--- src/rtl/pic_pkg.sv ---
package pic_pkg;
    typedef enum logic [2:0] {
        REG_CTRL    = 3'd0,
        REG_MASK    = 3'd1,
        REG_STAT    = 3'd2,
        REG_OAMADDR = 3'd3,
        REG_OAMDATA = 3'd4,
        REG_SCROLL  = 3'd5,
        REG_VADDR   = 3'd6,
        REG_VDATA   = 3'd7
    } reg_idx_e;

    typedef enum logic {
        TGL_FIRST  = 1'b0,
        TGL_SECOND = 1'b1
    } tgl_e;

    // bits kept in the attribute byte of each object entry
    localparam logic [7:0] ATTR_KEEP = 8'hE3;
    localparam int unsigned ATTR_SLOT = 2;
endpackage

--- src/rtl/pic_oam.sv ---
module pic_oam #(
    parameter int unsigned BYTES = 256,
    parameter int unsigned AW    = $clog2(BYTES)
) (
    input  logic          clk,
    input  logic          rst_n,
    input  logic          ptr_ld,
    input  logic          data_wr,
    input  logic [7:0]    din,
    output logic [AW-1:0] ptr,
    output logic [7:0]    dout
);
    import pic_pkg::*;

    logic [7:0]    mem [BYTES];
    logic [7:0]    store_val;
    logic [AW-1:0] ptr_nxt;

    always_comb begin
        if (ptr[1:0] == 2'(ATTR_SLOT)) store_val = din & ATTR_KEEP;
        else                           store_val = din;
    end

    always_comb begin
        ptr_nxt = ptr;
        if (ptr_ld)       ptr_nxt = din[AW-1:0];
        else if (data_wr) ptr_nxt = ptr + 1'b1;
    end

    always_ff @(posedge clk) begin
        if (!rst_n) ptr <= '0;
        else        ptr <= ptr_nxt;
    end

    always_ff @(posedge clk) begin
        if (data_wr && !ptr_ld) mem[ptr] <= store_val;
    end

    assign dout = mem[ptr];
endmodule

--- src/rtl/pic_status.sv ---
module pic_status (
    input  logic clk,
    input  logic rst_n,
    input  logic set_vbl,
    input  logic set_s0,
    input  logic set_ovf,
    input  logic clr_all,
    input  logic stat_rd,
    output logic vbl,
    output logic s0,
    output logic ovf
);
    logic vbl_nxt, s0_nxt, ovf_nxt;

    always_comb begin
        vbl_nxt = vbl;
        s0_nxt  = s0;
        ovf_nxt = ovf;
        if (clr_all || stat_rd) vbl_nxt = 1'b0;
        else if (set_vbl)       vbl_nxt = 1'b1;
        if (clr_all)            s0_nxt  = 1'b0;
        else if (set_s0)        s0_nxt  = 1'b1;
        if (clr_all)            ovf_nxt = 1'b0;
        else if (set_ovf)       ovf_nxt = 1'b1;
    end

    always_ff @(posedge clk) begin
        if (!rst_n) begin
            vbl <= 1'b0;
            s0  <= 1'b0;
            ovf <= 1'b0;
        end else begin
            vbl <= vbl_nxt;
            s0  <= s0_nxt;
            ovf <= ovf_nxt;
        end
    end
endmodule

--- src/rtl/pic_latch2.sv ---
module pic_latch2 #(
    parameter int unsigned VA_W = 14,
    localparam int unsigned HI_W = VA_W - 8
) (
    input  logic            clk,
    input  logic            rst_n,
    input  logic            wr_scroll,
    input  logic            wr_vaddr,
    input  logic            stat_rd,
    input  logic [7:0]      din,
    output logic [7:0]      scroll_x,
    output logic [7:0]      scroll_y,
    output logic [VA_W-1:0] vaddr,
    output logic            second
);
    import pic_pkg::*;

    tgl_e state, state_nxt;

    // next-state logic
    always_comb begin
        state_nxt = state;
        unique case (state)
            TGL_FIRST: begin
                if (stat_rd)                     state_nxt = TGL_FIRST;
                else if (wr_scroll || wr_vaddr)  state_nxt = TGL_SECOND;
            end
            TGL_SECOND: begin
                if (stat_rd)                     state_nxt = TGL_FIRST;
                else if (wr_scroll || wr_vaddr)  state_nxt = TGL_FIRST;
            end
            default: state_nxt = TGL_FIRST;
        endcase
    end

    // state register
    always_ff @(posedge clk) begin
        if (!rst_n) state <= TGL_FIRST;
        else        state <= state_nxt;
    end

    // outputs steered by the current state
    always_ff @(posedge clk) begin
        if (!rst_n) begin
            scroll_x <= '0;
            scroll_y <= '0;
            vaddr    <= '0;
        end else begin
            unique case (state)
                TGL_FIRST: begin
                    if (wr_scroll) scroll_x <= din;
                    if (wr_vaddr)  vaddr[VA_W-1:8] <= din[HI_W-1:0];
                end
                TGL_SECOND: begin
                    if (wr_scroll) scroll_y <= din;
                    if (wr_vaddr)  vaddr[7:0] <= din;
                end
                default: ;
            endcase
        end
    end

    assign second = (state == TGL_SECOND);
endmodule

--- src/rtl/pic_regport.sv ---
module pic_regport #(
    parameter int unsigned OAM_BYTES = 256,
    parameter int unsigned VA_W      = 14,
    localparam int unsigned OAM_AW   = $clog2(OAM_BYTES)
) (
    input  logic            clk,
    input  logic            rst_n,
    input  logic            bus_sel,
    input  logic            bus_we,
    input  logic [2:0]      bus_idx,
    input  logic [7:0]      bus_wdata,
    output logic [7:0]      bus_rdata,
    input  logic            evt_vblank_start,
    input  logic            evt_sprite0_hit,
    input  logic            evt_sprite_ovf,
    input  logic            evt_vblank_end,
    output logic [7:0]      ctrl_q,
    output logic [7:0]      mask_q,
    output logic [7:0]      scroll_x,
    output logic [7:0]      scroll_y,
    output logic [VA_W-1:0] vram_addr,
    output logic [7:0]      vram_data
);
    import pic_pkg::*;

    reg_idx_e          idx;
    logic              wr_any, rd_any;
    logic              stat_rd;
    logic              flag_vbl, flag_s0, flag_ovf;
    logic              tgl_second;
    logic [OAM_AW-1:0] oam_ptr;
    logic [7:0]        oam_dout;

    assign idx     = reg_idx_e'(bus_idx);
    assign wr_any  = bus_sel && bus_we;
    assign rd_any  = bus_sel && !bus_we;
    assign stat_rd = rd_any && (idx == REG_STAT);

    pic_oam #(.BYTES(OAM_BYTES), .AW(OAM_AW)) u_oam (
        .clk     (clk),
        .rst_n   (rst_n),
        .ptr_ld  (wr_any && idx == REG_OAMADDR),
        .data_wr (wr_any && idx == REG_OAMDATA),
        .din     (bus_wdata),
        .ptr     (oam_ptr),
        .dout    (oam_dout)
    );

    pic_status u_stat (
        .clk     (clk),
        .rst_n   (rst_n),
        .set_vbl (evt_vblank_start),
        .set_s0  (evt_sprite0_hit),
        .set_ovf (evt_sprite_ovf),
        .clr_all (evt_vblank_end),
        .stat_rd (stat_rd),
        .vbl     (flag_vbl),
        .s0      (flag_s0),
        .ovf     (flag_ovf)
    );

    pic_latch2 #(.VA_W(VA_W)) u_lat (
        .clk       (clk),
        .rst_n     (rst_n),
        .wr_scroll (wr_any && idx == REG_SCROLL),
        .wr_vaddr  (wr_any && idx == REG_VADDR),
        .stat_rd   (stat_rd),
        .din       (bus_wdata),
        .scroll_x  (scroll_x),
        .scroll_y  (scroll_y),
        .vaddr     (vram_addr),
        .second    (tgl_second)
    );

    always_ff @(posedge clk) begin
        if (!rst_n) begin
            ctrl_q    <= '0;
            mask_q    <= '0;
            vram_data <= '0;
        end else if (wr_any) begin
            unique case (idx)
                REG_CTRL:  ctrl_q    <= bus_wdata;
                REG_MASK:  mask_q    <= bus_wdata;
                REG_VDATA: vram_data <= bus_wdata;
                default: ;
            endcase
        end
    end

    always_comb begin
        bus_rdata = '0;
        if (rd_any) begin
            unique case (idx)
                REG_STAT:    bus_rdata = {flag_vbl, flag_s0, flag_ovf, 5'b0};
                REG_OAMDATA: bus_rdata = oam_dout;
                REG_VDATA:   bus_rdata = vram_data;
                default:     bus_rdata = '0;
            endcase
        end
    end
endmodule

--- config.mk ---
export PLATFORM = sky130hd
export DESIGN_NAME = pic_regport
export DESIGN_NICKNAME = d
export VERILOG_FILES = /design/src/rtl/pic_pkg.sv /design/src/rtl/pic_oam.sv /design/src/rtl/pic_status.sv /design/src/rtl/pic_latch2.sv /design/src/rtl/pic_regport.sv
export SDC_FILE = /design/constraint.sdc
export NUM_CORES = 2
export LEC_CHECK = 0
export BUFFER_PORTS_ARGS = -buffer_cell sky130_fd_sc_hd__buf_2
export CORE_MARGIN = 2
export CORE_UTILIZATION = 66
export CTS_CLUSTER_DIAMETER = 60
export CTS_CLUSTER_SIZE = 10
export DETAILED_ROUTE_END_ITERATION = 6
export GPL_ROUTABILITY_DRIVEN = 0
export PLACE_DENSITY = 0.83
export SYNTH_ARGS = -nofsm -noshare
export SYNTH_HDL_FRONTEND = slang
export SYNTH_SLANG_ARGS = --single-unit
--- constraint.sdc ---
create_clock -name clk -period 23.8 [get_ports clk]
set_clock_uncertainty 0.2 [all_clocks]
set_input_delay 1.19 -clock clk [delete_from_list [all_inputs] [get_ports clk]]
set_output_delay 1.19 -clock clk [all_outputs]
set_load 0.1 [all_outputs]
; ---- After elaboration in Yosys (flattened, before gate mapping)
; Memories as Yosys holds them, arrays and structs flattened. A register that Yosys moved wholly into a read port is not among the register bits.
; Index checks and enable logic that the tools add are counted.
[word_totals]
ff_bits = 66
ramBits = 2048
in_bits = 19
output_inout_bits = 62
wordCells = 61
n_memories = 1
[classes]
n_addsub = 1
eq_ne = 8
muxes = 14
bitwise_logic = 2
reduce_logical = 23
[mem_list]
columns = memory, depth, width, rd, rd_ports_with_merged_regs, wr, line_no
row1 = u_oam.mem, 256, 8, 1, 1, 1, pic_oam.sv:15  ; logic [7:0] mem [BYTES];
[op_table]
columns = op, count
row1 = two-way mux 8 bit, 5
row2 = one-hot mux 8 bit (3 select lines), 1
row3 = AND reduction 2 bit, 7
row4 = "== test 3 bit, second input constant", 4
row5 = "adder 8 x 1 -> 8 bit, second input constant", 1
row6 = logical AND 1 bit, 8
row7 = "== test 3 x 2 -> 1 bit, second input constant", 2
row8 = two-way mux 1 bit, 6
row9 = two-way mux 5 bit, 1
row10 = OR reduction 2 bit, 2
row11 = "== test 3 x 1 -> 1 bit, second input constant", 1
row12 = zero test 3 bit, 1
row13 = "== test 2 bit, second input constant", 1
row14 = zero test 1 bit, 2
row15 = logical OR 1 bit, 2
row16 = NOT 1 bit, 2
row17 = one-hot mux 1 bit (2 select lines), 1
row18 = nonzero test 2 bit, 1

; ---- Depth between registers and ports, before layout
[logic_depth]
depth_word = 6
depth_mapped = 13
depth_no_buf = 7

; ---- By module
; A second synthesis with hierarchy kept.
[hier_totals]
cells_unflattened = 4105
hier_area_um2 = 82450.3
[modules_own_cells]
columns = module, instances, cells_per_inst, area_per_inst_um2
row1 = pic_oam, 1, 3831, 79967.9
row2 = pic_latch2, 1, 133, 1207.4
row3 = pic_regport, 1, 131, 1172.4
row4 = pic_status, 1, 10, 102.6

; ---- Worst setup path after synthesis
; No wires, ideal clock.
[synth_path]
kind = input to register
from = in bus_wdata[2]
to = mem u_oam.mem[0][2], data pin
setup_time_ps = 1453
arrival_time_ps = 7710
required_time_ps = 22147
path_slack_ps = 14437
path_stages = 2
n_path_buf = 1
cell_sequence = clkbuf_1 nor2b_1
[synth_between]
elab_chain_cells = 1
[synth_lines]
columns = item, line_no
row1 = from (decl), pic_regport.sv:11  ; input logic [7:0] bus_wdata,
row2 = two-way mux 5 bit, pic_oam.sv:20  ; if (ptr[1:0] == 2'(ATTR_SLOT)) store_val = din & ATTR_KEEP;
row3 = via u_oam.store_val[2], pic_oam.sv:16  ; logic [7:0] store_val;
row4 = to (decl), pic_oam.sv:15
; The timed path passes the listed nets, and every way through them passes these cells.

==> summary.txt <==
Global route
  • Global route total overflow: 0
  • Number of global-route vias before repair: 46.1k
  • Antenna violations before repair: 12
  • Pin count of the biggest net entering global routing: 162
  • First-pass GRT wire length: approximately 340000 um
  • All-Layer GR Usage: 0.378

Worst setup path
  • Slowest cell on the critical path: sky130_fd_sc_hd__a2111oi_0
  • Data arrival time of the critical path: slightly below 7000 ps
  • Worst path cell trace: buf_12 -> buf_4 -> mux4_2 -> and2_1 -> a2111oi_0 -> nor3_1 -> a41o_1 -> a31oi_1 -> o31ai_1 -> buf_2
  • Highest fanout seen on the critical path: approximately 110
  • Largest incremental delay on the critical path: roughly 860 ps
  • Worst endpoint required time: between 20000 and 25000 ps
  • Critical path endpoint category: primary output
  • Startpoint class of the critical path: flop
  • Critical path class: flop to primary output

STA
  • Final critical-path share of the clock period: 0.349
  • Slew @ Worst Pin: ~1500 ps
  • FMAX: around 0.12 GHz
  • Unrepaired setup endpoints after global routing: false
  • Total count of max-transition violations in the final report: 0
  • Number of hold-slack violations in the final timing report: 0
  • Setup TNS: 0 ps
  • # setup viols final: 0
  • Final Hold Slack: around 320 ps
  • Relative max-transition margin: 0.0189
  • Tmin final: ~8300 ps

Yosys
  • Count of warnings emitted by yosys: 0
  • Fraction of the yosys area taken by sequential cells: 0.763
  • Number of standard cells after synthesis: just over 4k
  • Synthesized-area fraction occupied by xor and xnor cells: 0.000212
  • Main combinational cell family by area after synthesis: multiplexers
  • Synth Area in Compound Gates: 0.0265
  • FF+latch count, synth: 2122
  • Synthesized-area fraction occupied by and/or/nand/nor cells: 0.0381
  • Syn nets: between 4k and 5k
  • Multiplexer fraction of the synthesized cell area: 0.155
  • Main flop type after synthesis: sky130_fd_sc_hd__edfxtp_1
  • Post-synth cell types: 62
  • Avg Inst Size Synth: just over 20 um2
  • Share of synthesized flip-flops with an asynchronous set or reset: 0
  • Synth Area in Adders: 0.000607
  • Cell area after synthesis: 0.0825 mm2
  • Number of enable-type register cells in the synthesized netlist: approximately 2.0k

Floorplan
  • Floorplan row count: roughly 130
  • Die boundary width: ~360 um
  • Die area: roughly 0.13 mm2
  • Core outline area: 0.124 mm2
  • Die Y: roughly 360 um
  • Count of pins on the block boundary: 81
  • Initial core utilization: 0.666

Hold path
  • Worst hold path type: flop to flop

Power and ir drop
  • Peak VDD IR: 0.000115 V
  • Leakage dissipation: between 20 and 30 nW
  • Design Power: roughly 7.4 mW
  • Power density relative to cell area: 82.1 mW/mm2

Route
  • Highest routed metal layer: met5
  • Starting DRC count in detailed routing: about 9k
  • Number of remaining DRC errors: 6
  • WL final: 238000 um
  • Number of vias per cell after detailed routing: roughly 7.8
  • Remaining antenna violation count after routing: 0
  • Average routed wire per standard cell: between 40 and 50 um
  • Met2 Wirelength: between 100000 and 150000 um
  • Total number of vias: roughly 46k
  • WL met1: around 72000 um
  • Wire length on met3: 36900 um
  • Number of detailed-routing iterations run before antenna repair: 7

CTS
  • CTS resizes: 0
  • Worst-path clk slew: 60 ps
  • Clock root buffer: sky130_fd_sc_hd__clkbuf_16
  • Clock tree from TritonCTS: built
  • Number of buffers inserted by hold repair at cts: 0
  • TritonCTS buffer count: roughly 230
  • Setup Fix Bufs, Post-CTS: 0
  • Maximum clock path buffer count: 3
  • H-tree level count: 4
  • Sinks on Clock Net: roughly 2.1k
  • Clock latency reported for the late side of the worst-skew pair: ~860 ps

Layout
  • Nets@finish: ~4.2k
  • Fraction of final layout cells sized beyond drive strength 1: 0.218
  • Number of filler cells placed in the layout: 6159
  • Layout overhead on the synthesized area: 9.91%

Run
  • Maxcap violations: 1

Run status
  • Failing checks: design-rule violations, max-capacitance violations
  • Status: complete, but fails checks

Place
  • Number of buffer cells added on primary ports: 80
  • Dpl hpwl: between 100000 and 150000 um
## cell families (layout without fill, tap and decap cells)
group,Yosys count,count (layout)
flip-flops,2122,2122
XOR/XNOR,2,2
adder cells (fa/ha/maj),4,4
AND/OR/NAND/NOR,709,709
AO/OA/AOI/OAI,317,317
multiplexers,663,663
buffers and inverters,256,469
other,0,10
## critical path: cells and delay by family, from the launching register on
kind,cells,cell delay (ps)
muxes,1,580
buffers and inverters,3,1930
AOI/OAI and AO/OA,4,2140
and+or+nand+nor,2,370
DFF,1,800
## cell usage after synthesis, drive strengths merged, types with 3 or more instances
library cell | n | area share
a2111oi | 5 | 0.00053
a211oi | 17 | 0.0015
a21boi | 7 | 0.00064
a21oi | 63 | 0.0038
a221oi | 13 | 0.0014
a22o | 11 | 0.0012
a22oi | 25 | 0.0023
a311o | 4 | 0.00049
a311oi | 8 | 0.00085
a31oi | 16 | 0.0012
a32o | 4 | 0.00049
a32oi | 3 | 0.00032
and2 | 12 | 0.00091
and3 | 10 | 0.00076
buf | 134 | 0.011
clkbuf | 112 | 0.0051
clkinv | 3 | 0.00014
dfxtp | 74 | 0.018
edfxtp | 2048 | 0.75
ha | 4 | 0.00061
inv | 7 | 0.00032
mux2 | 18 | 0.0025
mux2i | 157 | 0.019
mux4 | 488 | 0.13
nand2 | 165 | 0.0075
nand2b | 13 | 0.00099
nand3 | 53 | 0.0032
nand3b | 3 | 0.00027
nand4 | 6 | 0.00046
nor2 | 312 | 0.014
nor2b | 75 | 0.0057
nor3 | 37 | 0.0022
nor4 | 7 | 0.00053
o2111ai | 4 | 0.00042
o21ai | 38 | 0.0023
o221ai | 31 | 0.0033
o22ai | 48 | 0.0036
o311ai | 3 | 0.00032
o31ai | 5 | 0.00046
or3 | 7 | 0.00053
## layer usage
layer | vias up | track usage
li1 | 16900 | -
met1 | 22900 | 0.475
met2 | 5121 | 0.568
met3 | 1248 | 0.134
met4 | 20 | 0.241
met5 | - | 0.00519
## layout make-up
class | count | area [um2] | area share
sequential | 2122 | 63000 | 0.695
multi-input combinational | 1695 | 18200 | 0.201
clock buffer | 282 | 6010 | 0.0663
tap | 1637 | 2050 | 0.0226
timing repair buffer | 162 | 1120 | 0.0124
clock inverter | 15 | 219 | 0.00242
inverter | 10 | 38.8 | 0.000428
antenna | 10 | 25.0 | 0.000276
## registers in the layout (all words and copies together) (netlist names), named ones only
name,cells
ctrl_q,8
mask_q,8
u_lat.scroll_x,8
u_lat.scroll_y,8
u_lat.second,1
u_lat.vaddr,14
u_oam.mem,2048
u_oam.ptr,8
u_stat.ovf,1
u_stat.s0,1
u_stat.vbl,1
vram_data,8
## power by group
group	total (mW)	internal, mW	switching [mW]
registers	4.10	4.10	0.00413
clock network	3.14	1.75	1.39
logic	0.197	0.0536	0.144
## final timing paths
| path | startpoint | endpoint | slack [ps] | depth (start not counted) |
|---|---|---|---|---|
| worst min register to register | ctrl_q[0] | ctrl_q[0] | 320 | 2 |
| worst min-delay path | ctrl_q[0] | ctrl_q[0] | 320 | 2 |
| worst max register to register | u_oam.ptr[0] | u_oam.mem[7][4] | 19110 | 5 |
| worst max-delay path | flop | bus_rdata[4] | 15500 | 10 |
## placed cells by master, fill, tap and decap left out, types with 5 or more instances in the layout
master / n
sky130_fd_sc_hd__o221ai_1: 31
sky130_fd_sc_hd__o31ai_1: 5
sky130_fd_sc_hd__nor2_1: 310
sky130_fd_sc_hd__o22ai_1: 48
sky130_fd_sc_hd__a22oi_1: 25
sky130_fd_sc_hd__mux2_2: 18
sky130_fd_sc_hd__edfxtp_1: 2048
sky130_fd_sc_hd__o21ai_0: 37
sky130_fd_sc_hd__nand2b_1: 13
sky130_fd_sc_hd__buf_2: 75
sky130_fd_sc_hd__buf_12: 5
sky130_fd_sc_hd__inv_16: 5
sky130_fd_sc_hd__a221oi_1: 13
sky130_fd_sc_hd__and2_1: 12
sky130_fd_sc_hd__diode_2: 10
sky130_fd_sc_hd__nand3_1: 53
sky130_fd_sc_hd__buf_4: 77
sky130_fd_sc_hd__clkbuf_16: 233
sky130_fd_sc_hd__a21boi_0: 7
sky130_fd_sc_hd__nor3_1: 37
sky130_fd_sc_hd__dfxtp_1: 69
sky130_fd_sc_hd__clkbuf_1: 49
sky130_fd_sc_hd__inv_1: 6
sky130_fd_sc_hd__a22o_1: 11
sky130_fd_sc_hd__nor2b_1: 69
sky130_fd_sc_hd__and3_1: 10
sky130_fd_sc_hd__mux4_2: 488
sky130_fd_sc_hd__inv_6: 6
sky130_fd_sc_hd__a31oi_1: 16
sky130_fd_sc_hd__a21oi_1: 63
sky130_fd_sc_hd__nand2_1: 165
sky130_fd_sc_hd__nand4_1: 6
sky130_fd_sc_hd__clkbuf_8: 5
sky130_fd_sc_hd__or3_1: 7
sky130_fd_sc_hd__mux2i_1: 157
sky130_fd_sc_hd__a211oi_1: 17
sky130_fd_sc_hd__a311oi_1: 8
sky130_fd_sc_hd__nor4_1: 7
## stage by stage
stage	worst slack [ps]	utilization	area [um2]	std cells
global route	15380	0.732	90600	5923
CTS	15750	0.732	90600	5923
global placement	16790	0.682	84400	5626
finish	15500	0.732	90700	5933
detailed placement	16800	0.682	84400	5626
floorplan	14440	-	82500	4073
Note: power is estimated with default switching activity, not from simulation.
